==> src/rtl/evc_pkg.sv <==
package evc_pkg;

  localparam int NUM_CTR = 2;
  localparam int REG_W   = 32;
  localparam int ADDR_W  = 3;

  // configuration word, bit 31 down to bit 0
  typedef struct packed {
    logic [1:0] rsv;
    logic       en;
    logic       ie;
    logic       usr;
    logic       os;
    logic       edg;
    logic       inv;
    logic [7:0] thr;
    logic [7:0] umask;
    logic [7:0] code;
  } evc_cfg_t;

  // some event codes are bound to a single counter slot
  function automatic logic evc_slot_ok(input logic [7:0] code, input int idx);
    logic ok;
    ok = 1'b1;
    if ((code == 8'h14 || code == 8'hC1) && idx != 0) ok = 1'b0;
    if ((code == 8'h13 || code == 8'h11) && idx != 1) ok = 1'b0;
    return ok;
  endfunction

endpackage

==> src/rtl/evc_lane_sel.sv <==
module evc_lane_sel #(
  parameter int LANES = 16,
  parameter int EV_W  = 2
) (
  input  logic [LANES*EV_W-1:0] ev_bus,
  input  logic [7:0]            code,
  input  logic [7:0]            umask,
  output logic [EV_W-1:0]       ev_cnt
);
  localparam int LANE_BITS = (LANES > 1) ? $clog2(LANES) : 1;

  logic [9:0]           idx_full;
  logic [LANE_BITS-1:0] idx;

  assign idx_full = {umask, code[1:0]};
  assign idx      = idx_full[LANE_BITS-1:0];

  always_comb begin
    ev_cnt = '0;
    for (int k = 0; k < LANES; k++) begin
      if (idx == LANE_BITS'(k)) ev_cnt = ev_bus[k*EV_W +: EV_W];
    end
  end
endmodule

==> src/rtl/evc_qual.sv <==
module evc_qual
  import evc_pkg::*;
#(
  parameter int EV_W = 2
) (
  input  logic            clk,
  input  logic            rst,
  input  evc_cfg_t        cfg,
  input  logic [EV_W-1:0] ev_cnt,
  input  logic [1:0]      priv,
  input  logic            slot_ok,
  input  logic            cfg_wr,
  output logic [EV_W-1:0] inc
);
  logic       priv_ok, allowed, hit, cond, prev_q;
  logic [7:0] cnt_ext;

  assign cnt_ext = 8'(ev_cnt);
  assign priv_ok = (priv == 2'd0) ? cfg.os : cfg.usr;
  assign allowed = cfg.en & slot_ok & priv_ok;

  always_comb begin
    if (cfg.thr == 8'd0) hit = (ev_cnt != '0);
    else if (cfg.inv)    hit = (cnt_ext < cfg.thr);
    else                 hit = (cnt_ext >= cfg.thr);
  end

  assign cond = allowed & hit;

  always_ff @(posedge clk) begin
    if (rst || cfg_wr) prev_q <= 1'b0;
    else               prev_q <= cond;
  end

  always_comb begin
    if (!allowed)               inc = '0;
    else if (cfg.edg)           inc = EV_W'(cond & ~prev_q);
    else if (cfg.thr == 8'd0)   inc = ev_cnt;
    else                        inc = EV_W'(cond);
  end


  edge_once_chk: assert property (@(posedge clk) disable iff (rst)
    (cfg.edg && inc != '0 && !cfg_wr) |=> (inc == '0));


  slot_block_chk: assert property (@(posedge clk) disable iff (rst)
    !slot_ok |-> (inc == '0));


  os_filter_chk: assert property (@(posedge clk) disable iff (rst)
    (priv == 2'd0 && !cfg.os) |-> (inc == '0));


  thr_floor_chk: assert property (@(posedge clk) disable iff (rst)
    (!cfg.edg && !cfg.inv && cfg.thr != 8'd0 && cnt_ext < cfg.thr) |-> (inc == '0));
endmodule

==> src/rtl/evc_ctr.sv <==
module evc_ctr #(
  parameter int CNT_W = 40,
  parameter int EV_W  = 2
) (
  input  logic             clk,
  input  logic             rst,
  input  logic [EV_W-1:0]  inc,
  input  logic             wr_lo,
  input  logic             wr_hi,
  input  logic [31:0]      wdata,
  input  logic             clr_ovf,
  output logic [CNT_W-1:0] value,
  output logic             ovf
);
  localparam int HI_W = CNT_W - 32;

  logic [CNT_W:0] sum;
  logic           wr_any;

  assign sum    = {1'b0, value} + (CNT_W+1)'(inc);
  assign wr_any = wr_lo | wr_hi;

  always_ff @(posedge clk) begin
    if (rst) begin
      value <= '0;
      ovf   <= 1'b0;
    end else begin
      if (wr_any) begin
        if (wr_lo) value[31:0]       <= wdata;
        if (wr_hi) value[CNT_W-1:32] <= wdata[HI_W-1:0];
      end else begin
        value <= sum[CNT_W-1:0];
      end
      ovf <= (ovf & ~clr_ovf) | (~wr_any & sum[CNT_W]);
    end
  end


  wr_prio_chk: assert property (@(posedge clk) disable iff (rst)
    wr_lo |=> (value[31:0] == $past(wdata)));


  ovf_sticky_chk: assert property (@(posedge clk) disable iff (rst)
    (ovf && !clr_ovf) |=> ovf);
endmodule

==> src/rtl/evc_unit.sv <==
module evc_unit
  import evc_pkg::*;
#(
  parameter int LANES = 16,
  parameter int EV_W  = 2,
  parameter int CNT_W = 40
) (
  input  logic                  clk,
  input  logic                  rst,
  input  logic [LANES*EV_W-1:0] ev_bus,
  input  logic [1:0]            priv,
  input  logic                  reg_we,
  input  logic [ADDR_W-1:0]     reg_addr,
  input  logic [REG_W-1:0]      reg_wdata,
  output logic [REG_W-1:0]      reg_rdata,
  output logic                  irq
);
  localparam int HI_W = CNT_W - 32;
  localparam logic [ADDR_W-1:0] STAT_ADDR = ADDR_W'(2 + 2*NUM_CTR);

  evc_cfg_t             cfg_q [NUM_CTR];
  logic [CNT_W-1:0]     cnt   [NUM_CTR];
  logic [NUM_CTR-1:0]   ovf, ie_vec;
  logic [REG_W-1:0]     rd_mux;
  logic                 irq_q;

  for (genvar i = 0; i < NUM_CTR; i++) begin : g_ctr
    logic [EV_W-1:0] ev_cnt, inc;
    logic            cfg_wr, wr_lo, wr_hi, clr;

    assign cfg_wr = reg_we && reg_addr == ADDR_W'(i);
    assign wr_lo  = reg_we && reg_addr == ADDR_W'(2 + 2*i);
    assign wr_hi  = reg_we && reg_addr == ADDR_W'(3 + 2*i);
    assign clr    = reg_we && reg_addr == STAT_ADDR && reg_wdata[i];
    assign ie_vec[i] = cfg_q[i].ie;

    always_ff @(posedge clk) begin
      if (rst)         cfg_q[i] <= '0;
      else if (cfg_wr) cfg_q[i] <= evc_cfg_t'(reg_wdata);
    end

    evc_lane_sel #(.LANES(LANES), .EV_W(EV_W)) u_sel (
      .ev_bus(ev_bus), .code(cfg_q[i].code), .umask(cfg_q[i].umask), .ev_cnt(ev_cnt)
    );

    evc_qual #(.EV_W(EV_W)) u_qual (
      .clk(clk), .rst(rst), .cfg(cfg_q[i]), .ev_cnt(ev_cnt), .priv(priv),
      .slot_ok(evc_slot_ok(cfg_q[i].code, i)), .cfg_wr(cfg_wr), .inc(inc)
    );

    evc_ctr #(.CNT_W(CNT_W), .EV_W(EV_W)) u_ctr (
      .clk(clk), .rst(rst), .inc(inc), .wr_lo(wr_lo), .wr_hi(wr_hi),
      .wdata(reg_wdata), .clr_ovf(clr), .value(cnt[i]), .ovf(ovf[i])
    );
  end

  always_comb begin
    rd_mux = '0;
    for (int i = 0; i < NUM_CTR; i++) begin
      if (reg_addr == ADDR_W'(i))       rd_mux = REG_W'(cfg_q[i]);
      if (reg_addr == ADDR_W'(2 + 2*i)) rd_mux = cnt[i][31:0];
      if (reg_addr == ADDR_W'(3 + 2*i)) rd_mux = REG_W'(cnt[i][CNT_W-1:32]);
    end
    if (reg_addr == STAT_ADDR) rd_mux = REG_W'(ovf);
  end

  always_ff @(posedge clk) begin
    if (rst) begin
      reg_rdata <= '0;
      irq_q     <= 1'b0;
    end else begin
      reg_rdata <= rd_mux;
      irq_q     <= |(ovf & ie_vec);
    end
  end

  assign irq = irq_q;


  irq_cause_chk: assert property (@(posedge clk) disable iff (rst)
    irq |-> $past(|(ovf & ie_vec)));


  rd_stat_chk: assert property (@(posedge clk) disable iff (rst)
    (reg_addr == STAT_ADDR) |=> (reg_rdata == REG_W'($past(ovf))));
endmodule

==> config.mk <==
export PLATFORM = sky130hd
export DESIGN_NAME = evc_unit
export DESIGN_NICKNAME = d
export VERILOG_FILES = /design/src/rtl/evc_pkg.sv /design/src/rtl/evc_lane_sel.sv /design/src/rtl/evc_qual.sv /design/src/rtl/evc_ctr.sv /design/src/rtl/evc_unit.sv
export SDC_FILE = /design/constraint.sdc
export NUM_CORES = 1
export LEC_CHECK = 0
export BUFFER_PORTS_ARGS = -buffer_cell sky130_fd_sc_hd__buf_2
export CAP_MARGIN = 20
export CORE_MARGIN = 2
export CORE_UTILIZATION = 60
export DETAILED_ROUTE_END_ITERATION = 12
export PLACE_DENSITY = 0.89
export REMOVE_ABC_BUFFERS = 1
export SLEW_MARGIN = 0
export SYNTH_ARGS = -nofsm -noshare
export SYNTH_HDL_FRONTEND = slang
export SYNTH_SLANG_ARGS = --single-unit
==> constraint.sdc <==
create_clock -name clk -period 6.2 [get_ports clk]
set_clock_uncertainty 0.05 [all_clocks]
set_input_delay 1.24 -clock clk [delete_from_list [all_inputs] [get_ports clk]]
set_output_delay 1.24 -clock clk [all_outputs]
set_load 0.05 [all_outputs]
==> results of run 1 <==
## power by group
group | internal [mW] | total [mW] | switching, mW
Sequential | 1.28 | 1.33 | 0.0533
Combinational | 0.133 | 0.364 | 0.231
Clock | 0.640 | 1.12 | 0.483
Total | 2.05 | 2.82 | 0.767
## worst paths after layout
path / slack [ns] / end / depth (start not counted)
worst min register to register: 0.46 / g_ctr[0].u_ctr.value[0] / 2
worst min-delay path: 0.46 / g_ctr[0].u_ctr.value[0] / 2
worst max register to register: 0.68 / g_ctr[1].u_ctr.value[34] / 20
worst max-delay path: 0.66 / g_ctr[0].u_ctr.value[34] / 18
## final cells by class
class                   instances  area share [%]
multi-input cells             914            49.5
flip-flops and latches        181            35.8
inverters                      20           0.631
clock inverters                14            1.47
well taps                     225            2.37
clock buffers                  18            3.61
repair buffers                132            6.57
## critical path: stages
cell	delay, ns
buf_2	0.10
mux4_2	0.46
mux2_2	0.29
o22ai_1	0.16
or2_2	0.17
inv_1	0.05
ha_1	0.28
nor2b_1	0.15
o2111ai_1	0.17
a21boi_0	0.13
a2111oi_0	0.46
ha_1	0.27
inv_1	0.06
fa_1	0.45
nand4b_1	0.26
or3_1	0.43
or4_1	0.54
a31oi_1	0.17
## metal layers
layer	track usage, %	wire (um)	part of all wire, %	vias up
li1	-	-	-	4712
met1	49.4	13000	37	4975
met2	57.3	15400	44	841
met3	8.52	4740	14	172
met4	17.6	1720	4.9	0
met5	0	0	0	-
## stage by stage
step           std cells  hold WS (ns)
6_report            1504         0.458
5_1_grt             1504         0.478
4_1_cts             1501         0.459
3_5_place_dp        1469         0.451
3_3_place_gp        1468         0.437
2_1_floorplan       1115         0.386
## state kept, by name, indices dropped and copies added (netlist names)
name                 count
g_ctr.u_qual.prev_q      2
cfg_q                   64
irq                      1
g_ctr.u_ctr.value       80
g_ctr.u_ctr.ovf          2
reg_rdata               32
## cells in the final DEF (no fill, tap or decap), drive strengths merged, types with 16 or more instances in the layout
cell and count:
nor2 120, a22oi 29, clkbuf 18, a211oi 25
inv 25, nand4 30, or3 16, mux2i 39
edfxtp 64, nor3 23, or4 18, nand3 42
a31oi 43, a21oi 65, a2bb2oi 25, and2 70
dfxtp 117, buf 132, o21ai 51, nand2 101
mux2 17, o211ai 16
## cells in the mapped netlist, types with 12 or more instances
library cell | instances | area, um^2
a211oi_1 | 25 | 188
a21oi_1 | 65 | 325
a221oi_1 | 12 | 105
a22oi_1 | 29 | 218
a2bb2oi_1 | 25 | 219
a31oi_1 | 43 | 269
and2_1 | 70 | 438
and3_1 | 12 | 75.1
buf_2 | 14 | 70.1
clkbuf_1 | 74 | 278
dfxtp_1 | 117 | 2340
edfxtp_1 | 64 | 1920
inv_1 | 20 | 75.1
mux2_2 | 17 | 191
mux2i_1 | 39 | 390
nand2_1 | 101 | 379
nand3_1 | 40 | 200
nand4_1 | 29 | 181
nor2_1 | 120 | 450
nor2b_1 | 14 | 87.6
nor3_1 | 20 | 100
nor4_1 | 12 | 75.1
o211ai_1 | 16 | 120
o21ai_0 | 51 | 255
o22ai_1 | 13 | 81.3
or3_1 | 16 | 100
or4_1 | 18 | 135
## cell families after synthesis
group,share of synthesized area (%)
muxes,6.98
buffers and inverters,4.41
AOI/OAI and AO/OA,21.6
adders and majority gates,1.32
DFF,40.3
and+or+nand+nor,25.4
==> metrics.md, run 1 <==
| Metric | Value |
|---|---|
| Status | `finished, final reports clean` |
| Final setup violation count | `0` |
| Starting Density | `61.2%` |
| Ant diodes | `0` |
| Antenna-violating nets left | `0` |
| Syn_area_per_cell | `8.74 um^2` |
| Num rows | `between 40 and 50` |
| Final Max Slew Viols | `0` |
| Leak Pwr | `around 4.2 nW` |
| Drt pass-1 iters | `6` |
| Number of gates resized after cts | `0` |
| Critical path data arrival time | `a little under 6 ns` |
| CTS buffer count | `17` |
| H-tree depth | `4` |
| Sequential cell area | `~4300 um^2` |
| Rel. slew slack | `28.5%` |
| Input/output buffers | `104` |
| Period utilization | `89.4%` |
| Vias post-DR | `10,700` |
| Wire per inst | `23.1 um` |
| Maximum vdd drop | `0.214 mV` |
| Vias/cell | `about 7` |
| Deepest clock path buffer count | `2` |
| Fraction of layout cells with a size suffix above 1 | `16.2%` |
| Startpoint Class | `primary input` |
| Worst-Skew Late Latency | `0.44 ns` |
| Post-route core utilization | `between 60% and 70%` |
| Required time worst endpoint | `6.50 ns` |
| Critical path class | `primary input to register` |
| Die width | `137 um` |
| Worst Setup SP | `ev_bus[15]` |
| Max-Cap Viols | `0` |
| Post-place instance area | `11,200 um^2` |
| Setup TNS | `0 ns` |
| FMAX | `0.180 GHz` |
| Area of the multi-input gates | `5890 um^2` |
| Hold_buf cts | `0` |
| Max Fanout on Critical Path | `6` |
| Critical path endpoint category | `register` |
| RSZ-0062 raised after global routing | `no` |
| CTS sink cnt | `181` |
| Drc violations | `0` |
| Nets | `about 1,300` |
| FILL cells | `1,368` |
| Largest net degree at the start of global routing | `a little under 80` |
| Clock transition at path regs | `0.06 ns` |
| I/O pin count | `between 100 and 150` |
| Min Clock Period, post-route | `5.54 ns` |
| Routed WL | `34,800 um` |
| Initial DRC count | `1,536` |
| Gpl congestion | `0.964` |
| FF-to-FF Start | `cfg_q[1][0]` |
| Area grow syn2layout | `12.4%` |
| Synthesized cell area | `10,600 um^2` |
| Pwr Total | `approximately 2.8 mW` |
| Yosys reg bits | `approximately 180` |
| Post-synth EDFFs | `64` |
| Grt ovf | `0` |
| Predominant post-synthesis flop cell | `dfxtp_1` |
| Clock root buffer master | `clkbuf_16` |
| Antenna violations before repair | `0` |
| Postcts setup bufs | `0` |
| Min-Delay Path Class | `register to register` |
| Worst Tran Pin Value | `1.07 ns` |
| Async S/R FF share, synth | `0%` |
| Post-DP HPWL | `around 23,000 um` |
| Slack of the critical path | `0.656 ns` |
| DIE AREA | `18,700 um^2` |
| Global-route wire length before repair | `53,200 um` |
| Worst Hold Launch | `g_ctr[0].u_ctr.value[0]` |
| GRT Overall Usage | `37.1%` |
| Syn Inst Count | `~1,200` |
| Final Hold Vio Count | `0` |
| Power per cell area | `237 nW/um^2` |
| Yosys warns | `0` |
| Chip height | `about 140 um` |
| Netlist cell types | `between 70 and 80` |
| Design Area, Final | `11,900 um^2` |
| Post-synthesis sequential area ratio | `40.3%` |
| Core Region | `17,300 um^2` |
| DP Worst Slack | `0.255 ns` |
| CTS tree | `built` |
| Vias in the first global route | `9,773` |
No activity file was read; power rests on OpenSTA's default activity.
==> run 2: changes to the inputs <==
--- a/config.mk
+++ b/config.mk
@@ -5,11 +5,11 @@
 export SDC_FILE = /design/constraint.sdc
 export NUM_CORES = 1
 export LEC_CHECK = 0
-export BUFFER_PORTS_ARGS = -buffer_cell sky130_fd_sc_hd__buf_2
 export CAP_MARGIN = 20
 export CORE_MARGIN = 2
-export CORE_UTILIZATION = 60
+export CORE_UTILIZATION = 65
 export DETAILED_ROUTE_END_ITERATION = 12
+export DONT_BUFFER_PORTS = 1
 export PLACE_DENSITY = 0.89
 export REMOVE_ABC_BUFFERS = 1
 export SLEW_MARGIN = 0
==> metrics.md, run 2 (synthesis results as in run 1) <==
| Metric | Value |
|---|---|
| DIE AREA | `17,300 um^2 (was 18,700 um^2)` |
| Drt pass-1 iters | `9 (was 6)` |
| Reg-to-reg slack, setup | `0.72 ns (was 0.68 ns)` |
| Routed WL | `33,000 um (was 34,800 um)` |
| FMAX | `0.178 GHz (was 0.180 GHz)` |
| Largest net degree at the start of global routing | `78 (was 77)` |
| Post-DP HPWL | `21,600 um (was 23,400 um)` |
| Period utilization | `90.7% (was 89.4%)` |
| Commonest non-fill, non-tap cell in the layout | `nor2_1 (unchanged)` |
| Postcts setup bufs | `0 (unchanged)` |
| Biggest register | `g_ctr.u_ctr.value (unchanged)` |
| Final Hold Vio Count | `0 (unchanged)` |
| CTS tree | `built (unchanged)` |
| Die width | `132 um (was 137 um)` |
| Status | `finished, final reports clean (unchanged)` |
| Max Fanout on Critical Path | `6 (unchanged)` |
| Final setup violation count | `0 (unchanged)` |
| Core Region | `15,900 um^2 (was 17,300 um^2)` |
| Fraction of layout cells with a size suffix above 1 | `8.13% (was 16.2%)` |
| Antenna-violating nets left | `0 (unchanged)` |
| Worst Tran Pin Value | `1.08 ns (was 1.07 ns)` |
| Number of gates resized after cts | `0 (unchanged)` |
| Starting Density | `66.7% (was 61.2%)` |
| Wire per inst | `23.8 um (was 23.1 um)` |
| Area grow syn2layout | `6.34% (was 12.4%)` |
| Rel. slew slack | `27.6% (was 28.5%)` |
| Antenna violations before repair | `0 (unchanged)` |
| Chip height | `132 um (was 137 um)` |
| Max FFs per register | `80 (unchanged)` |
| Global-route wire length before repair | `51,400 um (was 53,200 um)` |
| Worst Setup SP | `ev_bus[15] (unchanged)` |
| CP endpoint | `g_ctr[0].u_ctr.value[34] (unchanged)` |
| Num rows | `46 (was 48)` |
| Vias in the first global route | `9,487 (was 9,773)` |
| Most frequent cells in the layout | `nor2_1 (120), dfxtp_1 (117), nand2_1 (101) (was nor2_1 (120), dfxtp_1 (117), buf_2 (104))` |
| Clock transition at path regs | `0.07 ns (was 0.06 ns)` |
| Critical path class | `primary input to register (unchanged)` |
| RSZ-0062 raised after global routing | `no (unchanged)` |
| Initial DRC count | `1,446 (was 1,536)` |
| Final Max Slew Viols | `0 (unchanged)` |
| H-tree depth | `4 (unchanged)` |
| Pwr Total | `2.67 mW (was 2.82 mW)` |
| Vias/cell | `7.30 (was 7.11)` |
| CTS buffer count | `17 (unchanged)` |
| Startpoint Class | `primary input (unchanged)` |
| R2R cell count | `18 (was 20)` |
| Reg-to-reg endpoint | `g_ctr[1].u_ctr.value[22] (was g_ctr[1].u_ctr.value[34])` |
| Critical path endpoint category | `register (unchanged)` |
| Critical path data arrival time | `5.94 ns (was 5.84 ns)` |
| Leak Pwr | `3.71 nW (was 4.22 nW)` |
| Nets | `1,239 (was 1,348)` |
| Min-Delay Path Class | `register to register (unchanged)` |
| Deepest clock path buffer count | `2 (unchanged)` |
| FILL cells | `1,237 (was 1,368)` |
| Worst-Skew Late Latency | `0.44 ns (about the same)` |
| I/O pin count | `105 (unchanged)` |
| Grt ovf | `0 (unchanged)` |
| Vias post-DR | `10,100 (was 10,700)` |
| Drc violations | `0 (unchanged)` |
| FF-to-FF Start | `cfg_q[1][8] (was cfg_q[1][0])` |
| Maximum vdd drop | `0.208 mV (was 0.214 mV)` |
| Input/output buffers | `0 (was 104)` |
| Power per cell area | `237 nW/um^2 (about the same)` |
| Required time worst endpoint | `6.52 ns (was 6.50 ns)` |
| Gpl congestion | `0.988 (was 0.964)` |
| Min Clock Period, post-route | `5.62 ns (was 5.54 ns)` |
| Hold_buf cts | `0 (unchanged)` |
| Largest regs | `g_ctr.u_ctr.value (80), cfg_q (64), reg_rdata (32) (unchanged)` |
| GRT Overall Usage | `37.7% (was 37.1%)` |
| Setup TNS | `0 ns (unchanged)` |
| Clock root buffer master | `clkbuf_16 (unchanged)` |
| CTS sink cnt | `181 (unchanged)` |
| Max-Cap Viols | `0 (unchanged)` |
[run 2: cell count changes in the layout (fill, tap and decap cells not counted), moves of 2 or more]
cell | previous run | this run
buf_16 | 2 | 0
buf_8 | 1 | 3
buf_2 | 104 | 0
buf_4 | 24 | 20
[run 2: critical path: stages]
cell       delay, ns
mux4_2          0.45
mux2_2          0.29
o22ai_1         0.19
or2_2           0.17
inv_1           0.04
ha_1            0.29
nor2b_1         0.14
o2111ai_1       0.16
a21boi_0        0.13
a2111oi_0       0.54
ha_1            0.28
inv_1           0.06
fa_1            0.45
nand4b_1        0.34
or3_1           0.47
or4_1           0.53
a31oi_1         0.17
[run 2: per-stage QoR]
stage	hold slack (ns)	std cells	area, um^2	util [%]	worst slack (ns)
floorplan	0.386	1115	10200	-	0.531
global placement	0.404	1350	10600	67.0	0.387
detailed placement	0.412	1351	10700	67.1	0.234
CTS	0.420	1382	11200	70.6	0.677
global route	0.463	1385	11300	70.9	0.289
finish	0.420	1386	11300	70.9	0.576
[run 2: worst min-delay path by stage]
stage / end / slack [ns] / start / cells after the start
after floorplan: g_ctr[1].u_ctr.ovf / 0.39 / g_ctr[1].u_ctr.ovf / 2
after global placement: g_ctr[1].u_ctr.ovf / 0.40 / g_ctr[1].u_ctr.ovf / 2
after detailed placement: g_ctr[1].u_ctr.ovf / 0.41 / g_ctr[1].u_ctr.ovf / 2
after CTS: g_ctr[1].u_ctr.ovf / 0.42 / g_ctr[1].u_ctr.ovf / 2
after global routing: g_ctr[1].u_ctr.ovf / 0.46 / g_ctr[1].u_ctr.ovf / 2
final: g_ctr[1].u_ctr.ovf / 0.42 / g_ctr[1].u_ctr.ovf / 2
[run 2: final cells by class]
class,instances,area (um^2),share of cell area (%)
antenna,1,2.50,0.0222
multi-input combinational,914,5890,52.3
tap,216,270,2.40
sequential,181,4260,37.9
clock buffer,19,433,3.84
clock inverter,12,130,1.16
inverter,20,75.1,0.667
timing repair buffer,23,195,1.73
[run 2: power by group]
group / internal, mW / total (mW) / switching (mW)
logic: 0.110 / 0.247 / 0.136
registers: 1.28 / 1.36 / 0.0793
clock network: 0.592 / 1.06 / 0.472
[run 2: per-layer routing]
metal	part of all wire (%)	track usage [%]	up-vias
li1	-	-	4474
met4	5.1	19.7	0
met2	45	58.4	758
met3	13	9.18	164
met1	37	49.0	4718
met5	0	0	-
==> run 3: changes to the inputs <==
--- a/config.mk
+++ b/config.mk
@@ -5,12 +5,14 @@
 export SDC_FILE = /design/constraint.sdc
 export NUM_CORES = 1
 export LEC_CHECK = 0
+export ABC_AREA = 0
 export CAP_MARGIN = 20
 export CORE_MARGIN = 2
-export CORE_UTILIZATION = 65
+export CORE_UTILIZATION = 66
+export CTS_BUF_LIST = sky130_fd_sc_hd__clkbuf_8
 export DETAILED_ROUTE_END_ITERATION = 12
 export DONT_BUFFER_PORTS = 1
-export PLACE_DENSITY = 0.89
+export PLACE_DENSITY = 0.9
 export REMOVE_ABC_BUFFERS = 1
 export SLEW_MARGIN = 0
 export SYNTH_ARGS = -nofsm -noshare
==> metrics.md, run 3 (synthesis results as in run 1) <==
| Metric | Value |
|---|---|
| Drc violations | `0 (unchanged)` |
| Critical path's top delay family | `compound AO/OA/AOI/OAI gates (was simple AND/OR/NAND/NOR gates)` |
| Hold_buf cts | `0 (unchanged)` |
| Leak Pwr | `3.65 nW (was 3.71 nW)` |
| Final setup violation count | `0 (unchanged)` |
| Max FFs per register | `80 (unchanged)` |
| Largest regs | `g_ctr.u_ctr.value (80), cfg_q (64), reg_rdata (32) (unchanged)` |
| Pwr Total | `2.42 mW (was 2.67 mW)` |
| Post-place instance area | `10,700 um^2 (about the same)` |
| CTS buffer count | `17 (unchanged)` |
| Gpl congestion | `0.963 (was 0.988)` |
| Commonest non-fill, non-tap cell in the layout | `nor2_1 (unchanged)` |
| Max-Cap Viols | `0 (unchanged)` |
| Post-DP HPWL | `22,100 um (was 21,600 um)` |
| FMAX | `0.175 GHz (was 0.178 GHz)` |
| CTS tree | `built (unchanged)` |
| Vias post-DR | `10,200 (was 10,100)` |
| Max Fanout on Critical Path | `23 (was 6)` |
| Deepest clock path buffer count | `2 (unchanged)` |
| Ant diodes | `0 (was 1)` |
| Setup TNS | `0 ns (unchanged)` |
| I/O pin count | `105 (unchanged)` |
| Postcts setup bufs | `0 (unchanged)` |
| Num rows | `46 (unchanged)` |
| Worst-Skew Late Latency | `0.48 ns (was 0.44 ns)` |
| Final Hold Vio Count | `0 (unchanged)` |
| Critical path data arrival time | `6.04 ns (was 5.94 ns)` |
| Antenna-violating nets left | `0 (unchanged)` |
| Starting Density | `67.2% (was 66.7%)` |
| FILL cells | `1,259 (was 1,237)` |
| CP cell instances | `a21boi_0 > a211o_1 > a311o_1 > o211a_1 > inv_1 > ha_1 > nor2_1 > a211oi_1 > o211ai_1 > o22ai_1 > ha_1 > inv_1 > fa_1 > nor2b_1 > nand4_2 > nor3_1 > o21ai_0 > a221oi_1 (was mux4_2 > mux2_2 > o22ai_1 > or2_2 > inv_1 > ha_1 > nor2b_1 > o2111ai_1 > a21boi_0 > a2111oi_0 > ha_1 > inv_1 > fa_1 > nand4b_1 > or3_1 > or4_1 > a31oi_1)` |
| Drt pass-1 iters | `8 (was 9)` |
| Critical path endpoint category | `register (unchanged)` |
| Wire per inst | `24.3 um (was 23.8 um)` |
| Die width | `131 um (was 132 um)` |
| Worst Tran Pin Value | `1.13 ns (was 1.08 ns)` |
| Period utilization | `92.3% (was 90.7%)` |
| Min-Delay Path Class | `register to register (unchanged)` |
| GRT Overall Usage | `39.4% (was 37.7%)` |
| H-tree depth | `4 (unchanged)` |
| Critical-path top delay cell | `edfxtp_1 (was a2111oi_0)` |
| Power per cell area | `218 nW/um^2 (was 237 nW/um^2)` |
| Rel. slew slack | `24.1% (was 27.6%)` |
| Required time worst endpoint | `6.52 ns (about the same)` |
| Most frequent cells in the layout | `nor2_1 (119), dfxtp_1 (117), nand2_1 (101) (was nor2_1 (120), dfxtp_1 (117), nand2_1 (101))` |
| Startpoint Class | `register (was primary input)` |
| Fraction of layout cells with a size suffix above 1 | `8.38% (was 8.13%)` |
| Sequential cell area | `4260 um^2 (unchanged)` |
| Critical path class | `register to register (was primary input to register)` |
| Global-route wire length before repair | `51,300 um (was 51,400 um)` |
| Grt ovf | `0 (unchanged)` |
| Bufs and invs on worst path | `2 (unchanged)` |
| Input/output buffers | `0 (unchanged)` |
| Core Region | `15,800 um^2 (was 15,900 um^2)` |
| Antenna violations before repair | `1 (was 0)` |
| Final Max Slew Viols | `0 (unchanged)` |
| Min Clock Period, post-route | `5.72 ns (was 5.62 ns)` |
| CTS sink cnt | `181 (unchanged)` |
| Nets | `1,238 (was 1,239)` |
| RSZ-0062 raised after global routing | `no (unchanged)` |
| Routed WL | `33,600 um (was 33,000 um)` |
| Area of the multi-input gates | `5890 um^2 (about the same)` |
| Largest net degree at the start of global routing | `78 (unchanged)` |
| Vias/cell | `7.38 (was 7.30)` |
| Vias in the first global route | `9,628 (was 9,487)` |
| Slowest cell delay on critical path | `0.82 ns (was 0.54 ns)` |
| Clock transition at path regs | `0.10 ns (was 0.07 ns)` |
| Biggest register | `g_ctr.u_ctr.value (unchanged)` |
| Chip height | `131 um (was 132 um)` |
| Number of gates resized after cts | `0 (unchanged)` |
| Initial DRC count | `1,588 (was 1,446)` |
| Clock root buffer master | `clkbuf_8 (was clkbuf_16)` |
| Area grow syn2layout | `4.65% (was 6.34%)` |
| Status | `finished, final reports clean (unchanged)` |
| Maximum vdd drop | `0.134 mV (was 0.208 mV)` |
| Design Area, Final | `11,100 um^2 (was 11,300 um^2)` |
| DIE AREA | `17,100 um^2 (was 17,300 um^2)` |
run 3: area by class of cell:
class	count	area share [%]
Clock buffer	17	2.11
Clock inverter	15	1.39
Inverter	20	0.677
Multi-Input combinational cell	914	53.2
Sequential cell	181	38.5
Tap cell	216	2.44
Timing Repair Buffer	22	1.73
run 3: layer usage:
| layer | up-vias | part of all wire [%] | global-route usage, % |
|---|---|---|---|
| met5 | - | 0 | 0 |
| met4 | 0 | 5.6 | 22.4 |
| met3 | 184 | 14 | 12.5 |
| met2 | 789 | 45 | 60.9 |
| met1 | 4772 | 36 | 48.9 |
| li1 | 4478 | - | - |
run 3: tightest hold or removal path: stages, from the launching register on:
cell     delay (ns)
dfxtp_1        0.35
nand2_1        0.06
a21oi_1        0.05
run 3: metrics by stage:
step	hold slack [ns]	instances	utilization [%]	setup WS, ns
CTS	0.439	1383	70.1	0.695
finish	0.449	1385	70.3	0.477
global route	0.480	1385	70.3	0.232
floorplan	0.386	1115	-	0.531
global placement	0.428	1349	67.5	0.401
detailed placement	0.428	1351	67.6	0.209
run 3: worst paths after layout:
kind	cells past startpoint	end	startpoint	slack, ns
min	2	g_ctr[1].u_ctr.ovf	g_ctr[1].u_ctr.ovf	0.45
max	18	g_ctr[1].u_ctr.value[20]	cfg_q[1][8]	0.48
min reg2reg	2	g_ctr[1].u_ctr.ovf	g_ctr[1].u_ctr.ovf	0.45
max reg2reg	18	g_ctr[1].u_ctr.value[20]	cfg_q[1][8]	0.48
run 3: where the power goes:
part	switching (mW)	internal, mW
logic	0.137	0.110
registers	0.0799	1.28
clock network	0.452	0.362
